[config.mk]
export PLATFORM = sky130hd
export DESIGN_NAME = nand_bbscan
export DESIGN_NICKNAME = d
export VERILOG_FILES = /design/src/rtl/nbs_pkg.sv /design/src/rtl/nbs_seq.sv /design/src/rtl/nbs_bitmap.sv /design/src/rtl/nbs_tally.sv /design/src/rtl/nand_bbscan.sv
export SDC_FILE = /design/constraint.sdc
export NUM_CORES = 2
export LEC_CHECK = 0
export BUFFER_PORTS_ARGS = -buffer_cell sky130_fd_sc_hd__buf_2
export CAP_MARGIN = 20
export CORE_UTILIZATION = 55
export CTS_CLUSTER_SIZE = 16
export DETAILED_ROUTE_END_ITERATION = 12
export PLACE_DENSITY = 0.7
export RECOVER_POWER = 50
export SLEW_MARGIN = 20
export SYNTH_ARGS = -nofsm -noshare
export SYNTH_HDL_FRONTEND = slang
export SYNTH_SLANG_ARGS = --single-unit
[constraint.sdc]
create_clock -name clk -period 2.79 [get_ports clk]
set_clock_uncertainty 0.05 [all_clocks]
set_input_delay 0.558 -clock clk [delete_from_list [all_inputs] [get_ports clk]]
set_output_delay 0.558 -clock clk [all_outputs]
set_load 0.05 [all_outputs]
[src/rtl/nbs_pkg.sv]
// Shared encodings for the bad-block scan engine: bus transfer kinds,
// command bytes and the sequencer state type.
package nbs_pkg;
    typedef enum logic [1:0] {
        CYC_CMD   = 2'd0,
        CYC_ADDR  = 2'd1,
        CYC_RDATA = 2'd2
    } cyc_kind_t;

    localparam logic [7:0] OP_RD_SETUP = 8'h00;
    localparam logic [7:0] OP_RD_GO    = 8'h30;
    localparam logic [7:0] MARK_GOOD   = 8'hFF;

    typedef enum logic [2:0] {
        ST_IDLE,
        ST_CMD_SETUP,
        ST_ADDR,
        ST_CMD_GO,
        ST_SETTLE,
        ST_WAIT,
        ST_FETCH,
        ST_FINISH
    } seq_state_t;
endpackage

[src/rtl/nbs_seq.sv]
// Scan sequencer. It walks blocks 0..NUM_BLOCKS-1 and pages 0 and 1 of each,
// issues one read-command series per page, waits on the ready line with a
// timeout, fetches one marker byte and reports a per-block verdict.
// Assumes SETTLE_CYC >= 1 and TIMEOUT_CYC >= 1.
module nbs_seq
    import nbs_pkg::*;
#(
    parameter int NUM_BLOCKS      = 1024,
    parameter int PAGES_PER_BLOCK = 64,
    parameter int SPARE_COL       = 2048,
    parameter int SETTLE_CYC      = 4,
    parameter int TIMEOUT_CYC     = 100000,
    localparam int BLK_W          = $clog2(NUM_BLOCKS)
) (
    input  logic             clk,
    input  logic             rst_n,
    input  logic             start,
    input  logic             cyc_ack,
    input  logic [7:0]       cyc_rdata,
    input  logic             nand_rdy,
    output logic             cyc_req,
    output logic [1:0]       cyc_kind,
    output logic [7:0]       cyc_wdata,
    output logic             busy,
    output logic             done,
    output logic             tmo_err,
    output logic             clr,
    output logic             fin,
    output logic [BLK_W-1:0] fin_blk,
    output logic             fin_bad
);
    localparam int TMR_W = $clog2(TIMEOUT_CYC + SETTLE_CYC + 1);
    localparam logic [BLK_W-1:0] LAST_BLK = BLK_W'(NUM_BLOCKS - 1);
    localparam logic [15:0] COL = 16'(SPARE_COL);

    seq_state_t       st_q;
    logic [BLK_W-1:0] blk_q;
    logic             page_q;
    logic [1:0]       step_q;
    logic [TMR_W-1:0] tmr_q;
    logic             bad_acc_q;
    logic [15:0]      row;
    logic             expired;
    logic             page_end;
    logic             page_bad;

    // Row address of the page being read.
    assign row = 16'(blk_q) * 16'(PAGES_PER_BLOCK) + 16'(page_q);

    // Wait expiry and end-of-page detection.
    always_comb begin
        expired  = (st_q == ST_WAIT) && !nand_rdy && (tmr_q == TMR_W'(TIMEOUT_CYC - 1));
        page_end = ((st_q == ST_FETCH) && cyc_ack) || expired;
        page_bad = ((st_q == ST_FETCH) && (cyc_rdata != MARK_GOOD)) || expired;
    end

    // Drive the bus request from the current state.
    always_comb begin
        cyc_req   = 1'b0;
        cyc_kind  = CYC_CMD;
        cyc_wdata = 8'h00;
        unique case (st_q)
            ST_CMD_SETUP: begin
                cyc_req   = 1'b1;
                cyc_wdata = OP_RD_SETUP;
            end
            ST_ADDR: begin
                cyc_req  = 1'b1;
                cyc_kind = CYC_ADDR;
                unique case (step_q)
                    2'd0: cyc_wdata = COL[7:0];
                    2'd1: cyc_wdata = COL[15:8];
                    2'd2: cyc_wdata = row[7:0];
                    default: cyc_wdata = row[15:8];
                endcase
            end
            ST_CMD_GO: begin
                cyc_req   = 1'b1;
                cyc_wdata = OP_RD_GO;
            end
            ST_FETCH: begin
                cyc_req  = 1'b1;
                cyc_kind = CYC_RDATA;
            end
            default: ;
        endcase
    end

    assign busy = (st_q != ST_IDLE);

    // State, position, timer and verdict registers.
    always_ff @(posedge clk) begin
        if (!rst_n) begin
            st_q      <= ST_IDLE;
            blk_q     <= '0;
            page_q    <= 1'b0;
            step_q    <= 2'd0;
            tmr_q     <= '0;
            bad_acc_q <= 1'b0;
            done      <= 1'b0;
            tmo_err   <= 1'b0;
            clr       <= 1'b0;
            fin       <= 1'b0;
            fin_blk   <= '0;
            fin_bad   <= 1'b0;
        end else begin
            clr <= 1'b0;
            fin <= 1'b0;
            unique case (st_q)
                ST_IDLE: if (start) begin
                    clr       <= 1'b1;
                    done      <= 1'b0;
                    tmo_err   <= 1'b0;
                    blk_q     <= '0;
                    page_q    <= 1'b0;
                    bad_acc_q <= 1'b0;
                    st_q      <= ST_CMD_SETUP;
                end
                ST_CMD_SETUP: if (cyc_ack) begin
                    step_q <= 2'd0;
                    st_q   <= ST_ADDR;
                end
                ST_ADDR: if (cyc_ack) begin
                    if (step_q == 2'd3) st_q <= ST_CMD_GO;
                    else                step_q <= step_q + 2'd1;
                end
                ST_CMD_GO: if (cyc_ack) begin
                    tmr_q <= '0;
                    st_q  <= ST_SETTLE;
                end
                ST_SETTLE: begin
                    if (tmr_q == TMR_W'(SETTLE_CYC - 1)) begin
                        tmr_q <= '0;
                        st_q  <= ST_WAIT;
                    end else begin
                        tmr_q <= tmr_q + 1'b1;
                    end
                end
                ST_WAIT: begin
                    if (nand_rdy)     st_q    <= ST_FETCH;
                    else if (expired) tmo_err <= 1'b1;
                    else              tmr_q   <= tmr_q + 1'b1;
                end
                ST_FINISH: begin
                    done <= 1'b1;
                    st_q <= ST_IDLE;
                end
                default: ;
            endcase
            if (page_end) begin
                if (page_q) begin
                    fin       <= 1'b1;
                    fin_blk   <= blk_q;
                    fin_bad   <= bad_acc_q | page_bad;
                    bad_acc_q <= 1'b0;
                    page_q    <= 1'b0;
                    if (blk_q == LAST_BLK) begin
                        st_q <= ST_FINISH;
                    end else begin
                        blk_q <= blk_q + 1'b1;
                        st_q  <= ST_CMD_SETUP;
                    end
                end else begin
                    page_q    <= 1'b1;
                    bad_acc_q <= bad_acc_q | page_bad;
                    st_q      <= ST_CMD_SETUP;
                end
            end
        end
    end
endmodule

[src/rtl/nbs_bitmap.sv]
// Per-block bad map: one flop per block, cleared by clr, written by the
// sequencer verdict, read through a registered one-cycle port.
// Assumes NUM_BLOCKS is a power of two so every read address is in range.
module nbs_bitmap #(
    parameter int NUM_BLOCKS = 1024,
    localparam int BLK_W     = $clog2(NUM_BLOCKS)
) (
    input  logic             clk,
    input  logic             rst_n,
    input  logic             clr,
    input  logic             wr,
    input  logic [BLK_W-1:0] wr_blk,
    input  logic             wr_bad,
    input  logic [BLK_W-1:0] rd_addr,
    output logic             rd_bad
);
    logic [NUM_BLOCKS-1:0] map_q;

    for (genvar g = 0; g < NUM_BLOCKS; g++) begin : g_bit
        // One map bit: cleared on reset or start, loaded by its block's verdict.
        always_ff @(posedge clk) begin
            if (!rst_n || clr)                       map_q[g] <= 1'b0;
            else if (wr && (wr_blk == BLK_W'(g)))    map_q[g] <= wr_bad;
        end
    end

    // Registered read port.
    always_ff @(posedge clk) begin
        if (!rst_n) rd_bad <= 1'b0;
        else        rd_bad <= map_q[rd_addr];
    end
endmodule

[src/rtl/nbs_tally.sv]
// Good-block counter and minimum-count flag.
// Assumes that fin pulses once per block and that done is held after the scan.
module nbs_tally #(
    parameter int NUM_BLOCKS = 1024,
    parameter int MIN_GOOD   = 1004,
    localparam int CNT_W     = $clog2(NUM_BLOCKS + 1)
) (
    input  logic             clk,
    input  logic             rst_n,
    input  logic             clr,
    input  logic             fin,
    input  logic             fin_bad,
    input  logic             done,
    output logic [CNT_W-1:0] good_count,
    output logic             below_min
);
    // Count the good verdicts of the current scan.
    always_ff @(posedge clk) begin
        if (!rst_n || clr)       good_count <= '0;
        else if (fin && !fin_bad) good_count <= good_count + 1'b1;
    end

    // The minimum flag is valid only once the scan is done.
    assign below_min = done && (good_count < CNT_W'(MIN_GOOD));
endmodule

[src/rtl/nand_bbscan.sv]
// Top of the bad-block scan engine: sequencer, map and tally.
// Assumes an external controller turns each request into NAND strobes and
// acknowledges it, and that nand_rdy is synchronous to clk.
module nand_bbscan #(
    parameter int NUM_BLOCKS      = 1024,
    parameter int PAGES_PER_BLOCK = 64,
    parameter int SPARE_COL       = 2048,
    parameter int MIN_GOOD        = 1004,
    parameter int SETTLE_CYC      = 4,
    parameter int TIMEOUT_CYC     = 100000
) (
    input  logic                              clk,
    input  logic                              rst_n,
    input  logic                              start,
    output logic                              busy,
    output logic                              done,
    output logic [$clog2(NUM_BLOCKS+1)-1:0]   good_count,
    output logic                              below_min,
    output logic                              timeout_err,
    input  logic [$clog2(NUM_BLOCKS)-1:0]     bm_addr,
    output logic                              bm_bad,
    output logic                              cyc_req,
    output logic [1:0]                        cyc_kind,
    output logic [7:0]                        cyc_wdata,
    input  logic                              cyc_ack,
    input  logic [7:0]                        cyc_rdata,
    input  logic                              nand_rdy
);
    localparam int BLK_W = $clog2(NUM_BLOCKS);

    logic             clr;
    logic             fin;
    logic [BLK_W-1:0] fin_blk;
    logic             fin_bad;

    nbs_seq #(
        .NUM_BLOCKS(NUM_BLOCKS), .PAGES_PER_BLOCK(PAGES_PER_BLOCK),
        .SPARE_COL(SPARE_COL), .SETTLE_CYC(SETTLE_CYC), .TIMEOUT_CYC(TIMEOUT_CYC)
    ) u_seq (
        .clk(clk), .rst_n(rst_n), .start(start), .cyc_ack(cyc_ack),
        .cyc_rdata(cyc_rdata), .nand_rdy(nand_rdy), .cyc_req(cyc_req),
        .cyc_kind(cyc_kind), .cyc_wdata(cyc_wdata), .busy(busy), .done(done),
        .tmo_err(timeout_err), .clr(clr), .fin(fin), .fin_blk(fin_blk),
        .fin_bad(fin_bad)
    );

    nbs_bitmap #(.NUM_BLOCKS(NUM_BLOCKS)) u_map (
        .clk(clk), .rst_n(rst_n), .clr(clr), .wr(fin), .wr_blk(fin_blk),
        .wr_bad(fin_bad), .rd_addr(bm_addr), .rd_bad(bm_bad)
    );

    nbs_tally #(.NUM_BLOCKS(NUM_BLOCKS), .MIN_GOOD(MIN_GOOD)) u_tally (
        .clk(clk), .rst_n(rst_n), .clr(clr), .fin(fin), .fin_bad(fin_bad),
        .done(done), .good_count(good_count), .below_min(below_min)
    );
endmodule

After elaboration in Yosys (flattened, before gate mapping)

Cells that the tools add are included.

Equality and inequality tests: 1052
Divide/modulo/power cells: 0
Reductions and logical operators: 1057
Bitwise gates (word level): 1
Shift-type cells: 0
Multiplexer cells: 43
Multiply operators: 0
$lt $le $gt $ge: 2
Add/sub/neg operators: 5

Operators with widths:

| cell                  | number |
|---|---|
| $eq 10x10->1 const B  | 513 |
| $eq 10x9->1 const B   | 256 |
| $eq 10x8->1 const B   | 128 |
| $logic_and 1x1->1     | 1030 |
| $eq 10x7->1 const B   | 64 |
| $eq 10x6->1 const B   | 32 |
| $eq 10x5->1 const B   | 16 |
| $eq 10x4->1 const B   | 8 |
| $mux 17               | 4 |
| $pmux 17 s3           | 1 |
| $mux 10               | 5 |
| $eq 10x3->1 const B   | 4 |
| $mux 3                | 10 |
| $pmux 8 s3            | 1 |
| $pmux 3 s7            | 1 |
| $eq 10x2->1 const B   | 2 |
| $add 17x1->17 const B | 1 |
| $eq 17x17->1 const B  | 1 |
| $eq 17x2->1 const B   | 1 |
| $add 16x1->16         | 1 |
| $pmux 8 s2            | 1 |
| $ne 3x2->1 const B    | 5 |
| $ne 2x2->1 const B    | 7 |
| $eq 3x3->1 const B    | 4 |
| other kinds (31)      | 64 |

Bits in latches: 0
Word-level logic and storage cells: 3198
Memories: 0
Bits in registers: 1085
Output and inout port bits: 27
Input port bits: 23
Memory bits (writable): 0
Bits in read-only memories: 0

Logic depth before layout (Yosys ltp)

Depth in word-level cells: 7
Mapped depth: 13
Gate-level depth less buffers: 9

Cells and area by module

A second synthesis with hierarchy kept.

Cell total of the unflattened synthesis: 6510
Area, all modules: 52596.7 µm²

By module, submodules not included:

| module     | area an instance (µm²) | cells each | seq. area each (µm²) | times used |
|---|---|---|---|---|
| nbs_bitmap | 49266.0                | 6134       | 20519.7              | 1 |
| nbs_seq    | 2758.9                 | 314        | 980.9                | 1 |
| nbs_tally  | 571.8                  | 62         | 220.2                | 1 |

Worst setup path before layout

OpenSTA, ideal clock, no wires.

Path type: register to output
From: register u_tally.good_count[8]
To: output below_min
Arrival time: 2.033 ns
Stages on the path, launching flop included: 5
Required time: 2.182 ns
Setup slack: 0.149 ns
Buffers on the path: 0
Cells stage by stage: dfxtp_1 and3_1 nand2_1 nor3b_1 nor3b_1

Longest elaborated chain between the ends: 2

Ends and longest elaborated chain:

| what                   | RTL line          | RTL |
|---|---|---|
| start, declared        | nbs_tally.sv:14   | `output logic [CNT_W-1:0] good_count,` |
| start signal, assigned | nbs_tally.sv:20   | `else if (fin && !fin_bad) good_count <= good_count + 1'b1;` |
| $lt 11x10->1           | nbs_tally.sv:24   | `assign below_min = done && (good_count < CNT_W'(MIN_GOOD));` |
| $logic_and 1x1->1      | nbs_tally.sv:24   |  |
| end, declared          | nand_bbscan.sv:18 | `output logic below_min,` |

Every way passes these cells.

Worst setup path in the final report

From: register u_seq.fin_blk[1]
To: register u_map.map_q[595]

Longest elaborated chain between the ends: 2

Ends and longest elaborated chain:

| what                          | RTL line         | RTL |
|---|---|---|
| start, declared               | nbs_seq.sv:29    | `output logic [BLK_W-1:0] fin_blk,` |
| start signal, assigned        | nbs_seq.sv:153   | `fin_blk <= blk_q;` |
| $eq 10x10->1                  | nbs_bitmap.sv:23 | `else if (wr && (wr_blk == BLK_W'(g))) map_q[g] <= wr_bad;` |
| $logic_and 1x1->1             | nbs_bitmap.sv:23 |  |
| end signal, assigned by index | nbs_bitmap.sv:23 |  |
| end, declared                 | nbs_bitmap.sv:17 | `logic [NUM_BLOCKS-1:0] map_q;` |

Every way passes these cells.
A chain may end at the register's enable or synchronous reset.

==> flow_metrics.tcl <==
set metrics [dict create \
    die_h_um 310 \
    first_pass_iters 9 \
    drive_above_1_share_pct 12.1 \
    syn_area_per_cell_sq_um 8.02 \
    htreeDepth 3 \
    layout_common_cells "1,104 x a21oi_1, 1,084 x dfxtp_1, 1,079 x o21ai_0" \
    pin_count 50 \
    drv_cap 0 \
    ys_seq_area_share_pct 41.7 \
    ys_ff_latch 1085 \
    fin_nets 6450 \
    place_congestion 0.994 \
    min_period_ns 2.72 \
    final_common_cell "a21oi_1" \
    cts_tree "built" \
    antenna_found_initial 7 \
    grt_pass1_wl_mm 299 \
    grt_max_degree 222 \
    placementRows 112 \
    hold_class "input port to register" \
    synth.distinct_cells 62 \
    syn_inst 6505 \
    start_util_pct 55.7 \
    max_clock_freq_ghz 0.367 \
    synth_fp_nets 6534 \
    outcome "complete, no violations" \
    cp.arrival_ns 3.25 \
    cp.required_ns 3.32 \
    worst_pin_slew_ns 1.22 \
    cts_hold_buf 0 \
    drc 0 \
    gr-usage-all-layers_pct 40.0 \
    cts_buffer_depth 3 \
    wire_per_inst_um 25.4 \
    max_slew_margin_pct 18.6 \
    ys_async_sr_fraction_pct 0 \
    grt_pass1_vias 49500 \
    clk_pin_slew_worst_paths_ns 0.06 \
    cp_max_fo 15 \
    critPathCaptureType "register" \
    drt_iter0_markers 8215 \
    detail-route-antenna-nets 0 \
    die_w_um 310 \
    port_buffers 49 \
    finalHoldViolCount 0 \
    routed_wl_mm 197 \
    post-route-period-util_pct 97.5 \
    synth_flop_cell "dfxtp_1" \
    core_sq_mm 0.0936 \
    place_inst 7558 \
    grt_setup_unrepaired "yes" \
    setup_tns_ns 0 \
    synth_edf_count 0 \
    clock_sinks 1085 \
    power_density_mw_per_mm2 578 \
    cellLeakagePower_nw 18.6 \
    insertion_delay_ns 0.72 \
    vias 53700 \
    dp_hpwl_mm 123 \
    grt-ovfl-total 0 \
    cts_setup_buffers 0 \
    dieArea_sq_mm 0.0961 \
    slew_violations 0 \
    syn2layout_area_growth_pct 13.6 \
    stdcell_count 7775 \
    layout_setup_ws_ns 0.0685 \
    fillers 8193 \
    cts_buffers 115 \
    yosysWarnings 0 \
    worstSetupStartpointType "register" \
    worstSetupPathType "register to register" \
    via_per_inst 6.90 \
    setup_viol 0 \
    ctsRootBufferMaster "clkbuf_16" \
    pre_cts_ws_ns -1.06 \
    irDropWorstVdd_mv 0.517 \
    synth_area_sq_mm 0.0521 \
    total_power_w 0.0342 \
]
==> logic make-up after synthesis <==
| kind of cell | synth area share (%) |
|---|---|
| fa+ha+maj | 0.144 |
| flops | 41.7 |
| mux | 10.8 |
| simple gates | 17.4 |
| xor+xnor | 0.336 |
| buf+inv | 5.64 |
| compound gates | 24.0 |
==> path summary, 6_finish.rpt <==
check | from | endpoint | slack [ns] | cells past startpoint
setup / recovery | u_seq.fin_blk[1]$_SDFFE_PN0P_ | u_map.map_q[595]$_SDFFE_PP0P_ | 0.07 | 6
hold / removal | rst_n | u_seq.page_q$_SDFFE_PN0P_ | 0.12 | 2
hold reg to reg | u_map.map_q[624]$_SDFFE_PP0P_ | u_map.map_q[624]$_SDFFE_PP0P_ | 0.42 | 2
setup reg to reg | u_seq.fin_blk[1]$_SDFFE_PN0P_ | u_map.map_q[595]$_SDFFE_PP0P_ | 0.07 | 6
==> Yosys cell counts (9+ instances only) <==
master	number	share of area [%]
a21oi_1	1104	11
dfxtp_1	1085	42
o21ai_0	1080	10
nand3_1	1063	10
clkbuf_1	535	3.9
nor2_1	376	2.7
nand2_1	320	2.3
mux2i_1	266	5.1
mux4_2	119	5.1
o221ai_1	106	1.8
nor3_1	66	0.63
o22ai_1	60	0.72
buf_1	56	0.40
buf_6	27	0.58
buf_2	23	0.22
nand4_1	19	0.23
nor4_1	19	0.23
nand2b_1	16	0.19
and3_1	12	0.14
nor2b_1	12	0.14
xor2_1	12	0.20
buf_8	11	0.32
mux4_1	11	0.55
inv_1	9	0.065
nand3b_1	9	0.13
==> stage by stage <==
step	utilization, %	cell area (sq um)	hold slack, ns
after floorplan	-	52100	0.399
after global placement	59.2	55400	0.408
after detailed placement	59.2	55400	0.414
after CTS	63.4	59400	0.0775
after global routing	63.3	59200	0.110
final	63.3	59200	0.115
==> final cells by class <==
class,instances,area [sq um],share of cell area (%)
Multi-Input combinational cell,4751,27700,46.7
Sequential cell,1085,21700,36.7
Timing Repair Buffer,457,4310,7.28
Clock buffer,180,3510,5.93
Tap cell,1254,1570,2.65
Clock inverter,34,413,0.697
Inverter,11,41.3,0.0697
Antenna cell,3,7.51,0.0127
==> worst max-delay path, stage by stage, from the launching register on <==
cell and delay [ns]:
dfxtp_1 0.78, nand2_1 0.32, nor3_1 0.36, clkbuf_2 0.55
nand2_1 0.21, o21ai_0 0.22, a21oi_1 0.09
==> repair_timing <==
item	in CTS	in global routing
pin swaps	0	1
resized for setup	5	4
setup endpoints to repair	3	17
==> registers in the layout, summed over array words and instances (netlist names) <==
signal,flops
u_seq.done,1
u_seq.bad_acc_q,1
u_seq.fin_bad,1
u_seq.tmo_err,1
u_tally.good_count,11
u_seq.clr,1
u_seq.step_q,2
u_map.map_q,1024
u_seq.page_q,1
u_seq.tmr_q,17
u_seq.st_q,3
u_seq.fin_blk,10
u_map.rd_bad,1
u_seq.blk_q,10
u_seq.fin,1
==> where the power goes <==
group | switching, W | internal (W) | total [W]
Combinational | 0.00186 | 0.000862 | 0.00273
Sequential | 0.0000225 | 0.0155 | 0.0155
Clock | 0.00661 | 0.00935 | 0.0160
Total | 0.00850 | 0.0257 | 0.0342
==> metal layers <==
layer / track usage [%] / vias up / part of all wire, %
met5: 0 / - / 0.055
met4: 22.8 / 14 / 6.4
met3: 9.19 / 792 / 13
met2: 59.0 / 3885 / 42
met1: 53.6 / 25300 / 38
li1: - / 23700 / -
No activity file was read; power rests on OpenSTA's default activity.
